[config.mk]
export PLATFORM = sky130hd
export DESIGN_NAME = bulk_out_rx_seq
export DESIGN_NICKNAME = d
export VERILOG_FILES = /design/src/rtl/bor_pkg.sv /design/src/rtl/bor_rx_buffer.sv /design/src/rtl/bor_wr_stage.sv /design/src/rtl/bor_ctrl.sv /design/src/rtl/bulk_out_rx_seq.sv
export SDC_FILE = /design/constraint.sdc
export NUM_CORES = 1
export LEC_CHECK = 0
export BUFFER_PORTS_ARGS = -buffer_cell sky130_fd_sc_hd__clkbuf_2
export CAP_MARGIN = 20
export CORE_MARGIN = 1
export CORE_UTILIZATION = 35
export CTS_BUF_LIST = sky130_fd_sc_hd__clkbuf_4
export DETAILED_ROUTE_END_ITERATION = 16
export REMOVE_ABC_BUFFERS = 1
export SYNTH_ARGS = -nofsm -noshare
export SYNTH_HDL_FRONTEND = slang
export SYNTH_SLANG_ARGS = --single-unit
[constraint.sdc]
create_clock -name clk -period 2.2 [get_ports clk]
set_input_delay 0.33 -clock clk [delete_from_list [all_inputs] [get_ports clk]]
set_output_delay 0.33 -clock clk [all_outputs]
set_load 0.01 [all_outputs]
[src/rtl/bor_pkg.sv]
package bor_pkg;

  typedef enum logic [1:0] {
    ST_IDLE  = 2'd0,
    ST_RECV  = 2'd1,
    ST_DRAIN = 2'd2,
    ST_HS    = 2'd3
  } bor_state_t;

endpackage

[src/rtl/bor_rx_buffer.sv]
module bor_rx_buffer #(
  parameter int DW    = 8,
  parameter int DEPTH = 2
) (
  input  logic          clk,
  input  logic          rst,
  input  logic          push,
  input  logic [DW-1:0] din,
  input  logic          drain_rdy,
  output logic          pop,
  output logic [DW-1:0] dout,
  output logic          empty,
  output logic          overrun
);

  localparam int AW = (DEPTH > 1) ? $clog2(DEPTH) : 1;
  localparam int CW = $clog2(DEPTH + 1);

  logic [DW-1:0] mem [DEPTH];
  logic [AW-1:0] wptr;
  logic [AW-1:0] rptr;
  logic [CW-1:0] count;
  logic          full;
  logic          accept;

  assign empty   = (count == '0);
  assign full    = (count == CW'(DEPTH));
  assign pop     = !empty && drain_rdy;
  assign accept  = push && (!full || pop);
  assign overrun = push && full && !pop;
  assign dout    = mem[rptr];

  function automatic logic [AW-1:0] nxt(input logic [AW-1:0] p);
    if (p == AW'(DEPTH - 1)) return '0;
    return p + AW'(1);
  endfunction

  // storage without reset so it maps onto plain RAM/registers
  always_ff @(posedge clk) begin
    if (accept) mem[wptr] <= din;
  end

  always_ff @(posedge clk) begin
    if (rst) begin
      wptr  <= '0;
      rptr  <= '0;
      count <= '0;
    end else begin
      if (accept) wptr <= nxt(wptr);
      if (pop)    rptr <= nxt(rptr);
      case ({accept, pop})
        2'b10:   count <= count + CW'(1);
        2'b01:   count <= count - CW'(1);
        default: count <= count;
      endcase
    end
  end

  p_count_bound_r7: assert property (@(posedge clk) disable iff (rst)
    count <= CW'(DEPTH));

  p_drop_holds_full_r7: assert property (@(posedge clk) disable iff (rst)
    overrun |=> (count == CW'(DEPTH)));

endmodule

[src/rtl/bor_wr_stage.sv]
module bor_wr_stage #(
  parameter int DW = 8
) (
  input  logic          clk,
  input  logic          rst,
  input  logic          take,
  input  logic [DW-1:0] take_data,
  input  logic          wr_rdy,
  input  logic          ovr_in,
  output logic          wr_en,
  output logic [DW-1:0] wr_data,
  output logic          ovr_hit
);

  always_ff @(posedge clk) begin
    if (rst) begin
      wr_en   <= 1'b0;
      wr_data <= '0;
    end else begin
      wr_en <= take;
      if (take) wr_data <= take_data;
    end
  end

  assign ovr_hit = wr_en && ovr_in;

  p_wr_needs_rdy_r3: assert property (@(posedge clk) disable iff (rst)
    wr_en |-> $past(wr_rdy));

endmodule

[src/rtl/bor_ctrl.sv]
module bor_ctrl
  import bor_pkg::*;
#(
  parameter int MAX_PKT = 64
) (
  input  logic       clk,
  input  logic       rst,
  input  logic       rx_valid,
  input  logic       rx_eop,
  input  logic       rx_err,
  input  logic       buf_empty,
  input  logic       buf_ovr,
  input  logic       wr_busy,
  input  logic       ovr_hit,
  output logic       push_en,
  output bor_state_t st,
  output logic       hs_valid,
  output logic       hs_ack,
  output logic       mark,
  output logic       rewind
);

  localparam int CW = $clog2(MAX_PKT + 2);
  localparam logic [CW-1:0] CNT_FULL = CW'(MAX_PKT);
  localparam logic [CW-1:0] CNT_SAT  = CW'(MAX_PKT + 1);

  logic [CW-1:0] cnt;
  logic          err;
  logic          drained;
  logic          pass;

  assign push_en = rx_valid && ((st == ST_IDLE) || (st == ST_RECV));
  assign drained = buf_empty && !wr_busy;
  assign pass    = !err && (cnt == CNT_FULL);

  always_ff @(posedge clk) begin
    if (rst) begin
      st       <= ST_IDLE;
      cnt      <= '0;
      err      <= 1'b0;
      hs_valid <= 1'b0;
      hs_ack   <= 1'b0;
      mark     <= 1'b0;
      rewind   <= 1'b0;
    end else begin
      hs_valid <= 1'b0;
      hs_ack   <= 1'b0;
      mark     <= 1'b0;
      rewind   <= 1'b0;
      case (st)
        ST_IDLE: begin
          if (rx_valid || rx_eop) begin
            cnt <= rx_valid ? CW'(1) : '0;
            err <= rx_err;
            st  <= rx_eop ? ST_DRAIN : ST_RECV;
          end
        end
        ST_RECV: begin
          if (rx_valid && (cnt != CNT_SAT)) cnt <= cnt + CW'(1);
          if (rx_err || buf_ovr || ovr_hit) err <= 1'b1;
          if (rx_eop) st <= ST_DRAIN;
        end
        ST_DRAIN: begin
          if (ovr_hit) err <= 1'b1;
          if (drained) begin
            st       <= ST_HS;
            hs_valid <= 1'b1;
            hs_ack   <= pass;
            mark     <= pass;
            rewind   <= !pass;
          end
        end
        default: begin
          st <= ST_IDLE;
        end
      endcase
    end
  end

  p_hs_one_cycle_r10: assert property (@(posedge clk) disable iff (rst)
    hs_valid |=> !hs_valid);

  p_one_strobe_r10: assert property (@(posedge clk) disable iff (rst)
    hs_valid |-> ($countones({mark, rewind}) == 1));

  p_strobe_needs_hs_r10: assert property (@(posedge clk) disable iff (rst)
    (mark || rewind) |-> hs_valid);

  p_ack_is_mark_r10: assert property (@(posedge clk) disable iff (rst)
    hs_valid |-> (hs_ack == mark));

  p_ack_exact_count_r4: assert property (@(posedge clk) disable iff (rst)
    (hs_valid && hs_ack) |-> (cnt == CNT_FULL));

  p_hs_after_drain_r9: assert property (@(posedge clk) disable iff (rst)
    hs_valid |-> (buf_empty && !wr_busy));

endmodule

[src/rtl/bulk_out_rx_seq.sv]
module bulk_out_rx_seq
  import bor_pkg::*;
#(
  parameter int MAX_PKT   = 64,
  parameter int DW        = 8,
  parameter int BUF_DEPTH = 2
) (
  input  logic          clk,
  input  logic          rst,
  input  logic          rx_valid,
  input  logic [DW-1:0] rx_data,
  input  logic          rx_eop,
  input  logic          rx_err,
  input  logic          fifo_wr_rdy,
  input  logic          fifo_ovr,
  output logic          fifo_wr_en,
  output logic [DW-1:0] fifo_wr_data,
  output logic          fifo_mark,
  output logic          fifo_rewind,
  output logic          hs_valid,
  output logic          hs_ack
);

  logic          push_en;
  logic          pop;
  logic [DW-1:0] head;
  logic          buf_empty;
  logic          buf_ovr;
  logic          ovr_hit;
  bor_state_t    st;

  bor_rx_buffer #(
    .DW    (DW),
    .DEPTH (BUF_DEPTH)
  ) u_buf (
    .clk       (clk),
    .rst       (rst),
    .push      (push_en),
    .din       (rx_data),
    .drain_rdy (fifo_wr_rdy),
    .pop       (pop),
    .dout      (head),
    .empty     (buf_empty),
    .overrun   (buf_ovr)
  );

  bor_wr_stage #(
    .DW (DW)
  ) u_wr (
    .clk       (clk),
    .rst       (rst),
    .take      (pop),
    .take_data (head),
    .wr_rdy    (fifo_wr_rdy),
    .ovr_in    (fifo_ovr),
    .wr_en     (fifo_wr_en),
    .wr_data   (fifo_wr_data),
    .ovr_hit   (ovr_hit)
  );

  bor_ctrl #(
    .MAX_PKT (MAX_PKT)
  ) u_ctrl (
    .clk       (clk),
    .rst       (rst),
    .rx_valid  (rx_valid),
    .rx_eop    (rx_eop),
    .rx_err    (rx_err),
    .buf_empty (buf_empty),
    .buf_ovr   (buf_ovr),
    .wr_busy   (fifo_wr_en),
    .ovr_hit   (ovr_hit),
    .push_en   (push_en),
    .st        (st),
    .hs_valid  (hs_valid),
    .hs_ack    (hs_ack),
    .mark      (fifo_mark),
    .rewind    (fifo_rewind)
  );

  p_idle_no_write_r12: assert property (@(posedge clk) disable iff (rst)
    (st == ST_IDLE) |-> !fifo_wr_en);

  p_hs_no_write_r9: assert property (@(posedge clk) disable iff (rst)
    hs_valid |-> !fifo_wr_en);

endmodule

==> results by group <==
Synthesis
  • Ys async rst share: 0
  • Netlist cell types: 38
  • EDFF count, synth: 16
  • #FFs+latches synth: 42
  • Dominant synthesized flop cell: dfxtp_1
  • Mean Syn Cell Area: 11.0 um^2
  • Mapped Cells: 164
  • Sequential share of the synthesized area: 0.552
  • Ys Warns: 0
  • Syn Std Cell Area: 1810 um^2

Setup path
  • Reg2reg path depth: 8
  • FF-to-FF setup slack: 0.26 ns
  • Critical-path cell with the highest stage delay: dfxtp_1
  • Required @ worst endpoint: 2.48 ns
  • Critical path, cell by cell: inv_1 > ha_1 > o21ai_1 > a21oi_2 > inv_1 > ha_1 > or3_1 > a21oi_1
  • Max incr delay on CP: 0.37 ns
  • Reg-to-reg startpoint: u_ctrl.st[0]$_SDFFE_PP0P_
  • Startpoint types: register
  • Reg2reg end: u_buf.count[1]$_SDFFE_PP0P_
  • Arr. time, crit path: 2.22 ns
  • Largest fanout on the critical path: 5
  • Crit Path Category: register to register
  • Critical Path End Type: register

Place
  • Post-detail-place hpwl: 2.11 mm
  • I/O Buffers: 27
  • Global placement routability congestion: 0.760
  • Area post-placement: 2000 um^2

STA
  • Final period util: 0.882
  • Max Slew Vio Count: 0
  • RSZ-0062 raised after global routing: false
  • Worst Max-Slew Pin Slew: 0.522 ns
  • Setup TNS: 0 ns
  • Final min period: 1.94 ns
  • Final hold vios: 0
  • Max Clk Rate: 516 MHz
  • Final setup fails: 0
  • Fin Clk Skew: 0.00474 ns
  • Max-slew headroom: 0.651

Power and ir drop
  • Worst IR Drop VDD: 0.000477 V
  • Total power: 2250 uW
  • Pwr/cell area: 1090 nW/um^2
  • Pleak: 0.000789 uW

Route
  • DRC Markers: 0
  • Final WL: 2.94 mm
  • Vias: 1216
  • Routed len/inst: 11.2 um
  • DRT iter0 DRCs: 54
  • Vias per std cell: 4.62
  • Post-route antenna net violation count: 0
  • 1st-pass router iterations: 4

Die
  • Core box area: 4850 um^2
  • Die area: 5470 um^2
  • Die Y-Extent: 73.9 um
  • Row count: 25
  • Ports: 28
  • Starting Density: 0.374
  • Die width: 73.9 um

Clock network
  • Worst-Skew Late Latency: 0.35 ns
  • H-tree levels: 2
  • TritonCTS clock tree: built
  • Clock sink count: 42
  • Clk Tree Root Cell: clkbuf_4
  • Max Root-Sink Buffers: 2
  • Postcts setup bufs: 0
  • Worst-path clk slew: 0.12 ns
  • Num CTS Buffers: 5

Global route
  • Largest net degree at the start of global routing: 22
  • Vias in the first global route: 1095
  • Initial antenna violation count: 0
  • Global-route wire length before repair: 4.79 mm
  • GRT Overall Usage: 0.119
  • Global route overflow: 0

Finish
  • Area grow syn2layout: 14.1%
  • Most frequent cells in the layout: clkbuf_2 (27), dfxtp_1 (26), nor2_1 (19)
  • Final nets: 218
  • Most common cell after layout, fill and taps aside: clkbuf_2
  • Antenna cells: 0
  • Final Instance Area: 2070 um^2
  • Ratio of cells with drive above 1 in the final layout: 0.214

Min path
  • Hold Path End: u_buf.mem[0][0]$_DFFE_PP_
  • Hold Path Stages: 1
  • Hold path startpoint: rx_data[0]
  • Hold Crit Class: primary input to register

Flow run
  • Max cap viols: 0

Status
  • Run status: finished, final reports clean
synthesized netlist by cell type (2+ instances only):
library cell	count	share of area
dfxtp_1	26	0.29
nor2_1	19	0.039
edfxtp_1	16	0.27
inv_1	10	0.021
mux2i_1	9	0.050
a211oi_1	8	0.033
a21oi_1	8	0.022
ha_1	8	0.055
nand2_1	8	0.017
xnor2_1	6	0.029
o21ai_0	4	0.011
a31oi_1	3	0.010
nand2b_1	3	0.010
nand3b_1	3	0.012
nor2b_1	3	0.010
and3_1	2	0.0069
buf_2	2	0.0055
clkbuf_8	2	0.015
nand3_1	2	0.0055
o21a_1	2	0.0083
or4_1	2	0.0083
xor2_1	2	0.0097
routing by layer:
| layer | track usage | vias up | share of wire |
|---|---|---|---|
| li1 | - | 641 | - |
| met4 | 0.0385 | 0 | 0.0048 |
| met5 | 0 | - | 0 |
| met3 | 0.0542 | 2 | 0.043 |
| met1 | 0.139 | 550 | 0.49 |
| met2 | 0.195 | 23 | 0.46 |
repair_timing:
item                       4_1_cts  5_1_grt
gates resized for setup          0        2
setup endpoints to repair        0        1
hold buffers                     0        0
worst max-delay path, delay by kind of cell (launching register included):
| family | cells | cell delay, ns |
|---|---|---|
| buf+inv | 2 | 0.20 |
| compound gates | 3 | 0.40 |
| flops | 1 | 0.37 |
| fa+ha+maj | 2 | 0.55 |
| simple gates | 1 | 0.37 |
sequential cells by signal (all words and copies together), names as in the netlist, 2 cells and up:
register	flops
u_ctrl.st	2
u_buf.count	2
u_buf.mem	16
u_ctrl.cnt	7
u_wr.wr_data	8
stage by stage:
step                instances  utilization  hold slack (ns)  setup WS, ns
finish                    263        0.426            0.160         0.260
global route              263        0.426            0.121        0.0553
global placement          255        0.413            0.482         0.262
detailed placement        255        0.413            0.486         0.203
floorplan                 158            -            0.399         0.333
CTS                       263        0.426            0.133         0.169
final cells by class:
type	count	area [um^2]
Clock buffer	6	45.0
Clock inverter	2	13.8
Fill cell	475	2780
Inverter	10	37.5
Multi-Input combinational cell	106	728
Sequential cell	42	1000
Tap cell	67	83.8
Timing Repair Buffer	30	158
where the power goes:
group	total (uW)	leakage, uW	internal, uW	switching, uW
logic	724	0.000392	335	388
clock network	385	0.0000356	138	247
registers	1140	0.000361	1010	130
cell families (layout without fill, tap and decap cells):
group / after synthesis / count (layout) / synth area share
multiplexers: 9 / 9 / 0.0497
adder cells (fa/ha/maj): 8 / 8 / 0.0553
AO/OA/AOI/OAI: 31 / 31 / 0.111
AND/OR/NAND/NOR: 50 / 50 / 0.145
XOR/XNOR: 8 / 8 / 0.0387
buffers and inverters: 16 / 48 / 0.0477
flip-flops: 42 / 42 / 0.552
worst max-delay path by stage:
stage                              start                           to  cells past startpoint
3_3_place_gp   u_ctrl.st[0]$_SDFFE_PP0P_  u_buf.count[1]$_SDFFE_PP0P_                      8
2_1_floorplan  u_ctrl.st[1]$_SDFFE_PP0P_  u_buf.count[1]$_SDFFE_PP0P_                      8
6_report       u_ctrl.st[0]$_SDFFE_PP0P_  u_buf.count[1]$_SDFFE_PP0P_                      8
3_5_place_dp   u_ctrl.st[0]$_SDFFE_PP0P_  u_buf.count[1]$_SDFFE_PP0P_                      8
5_1_grt        u_ctrl.st[0]$_SDFFE_PP0P_  u_buf.count[1]$_SDFFE_PP0P_                      8
4_1_cts        u_ctrl.st[0]$_SDFFE_PP0P_  u_buf.count[1]$_SDFFE_PP0P_                      8
Note: power is estimated with default switching activity, not from simulation.
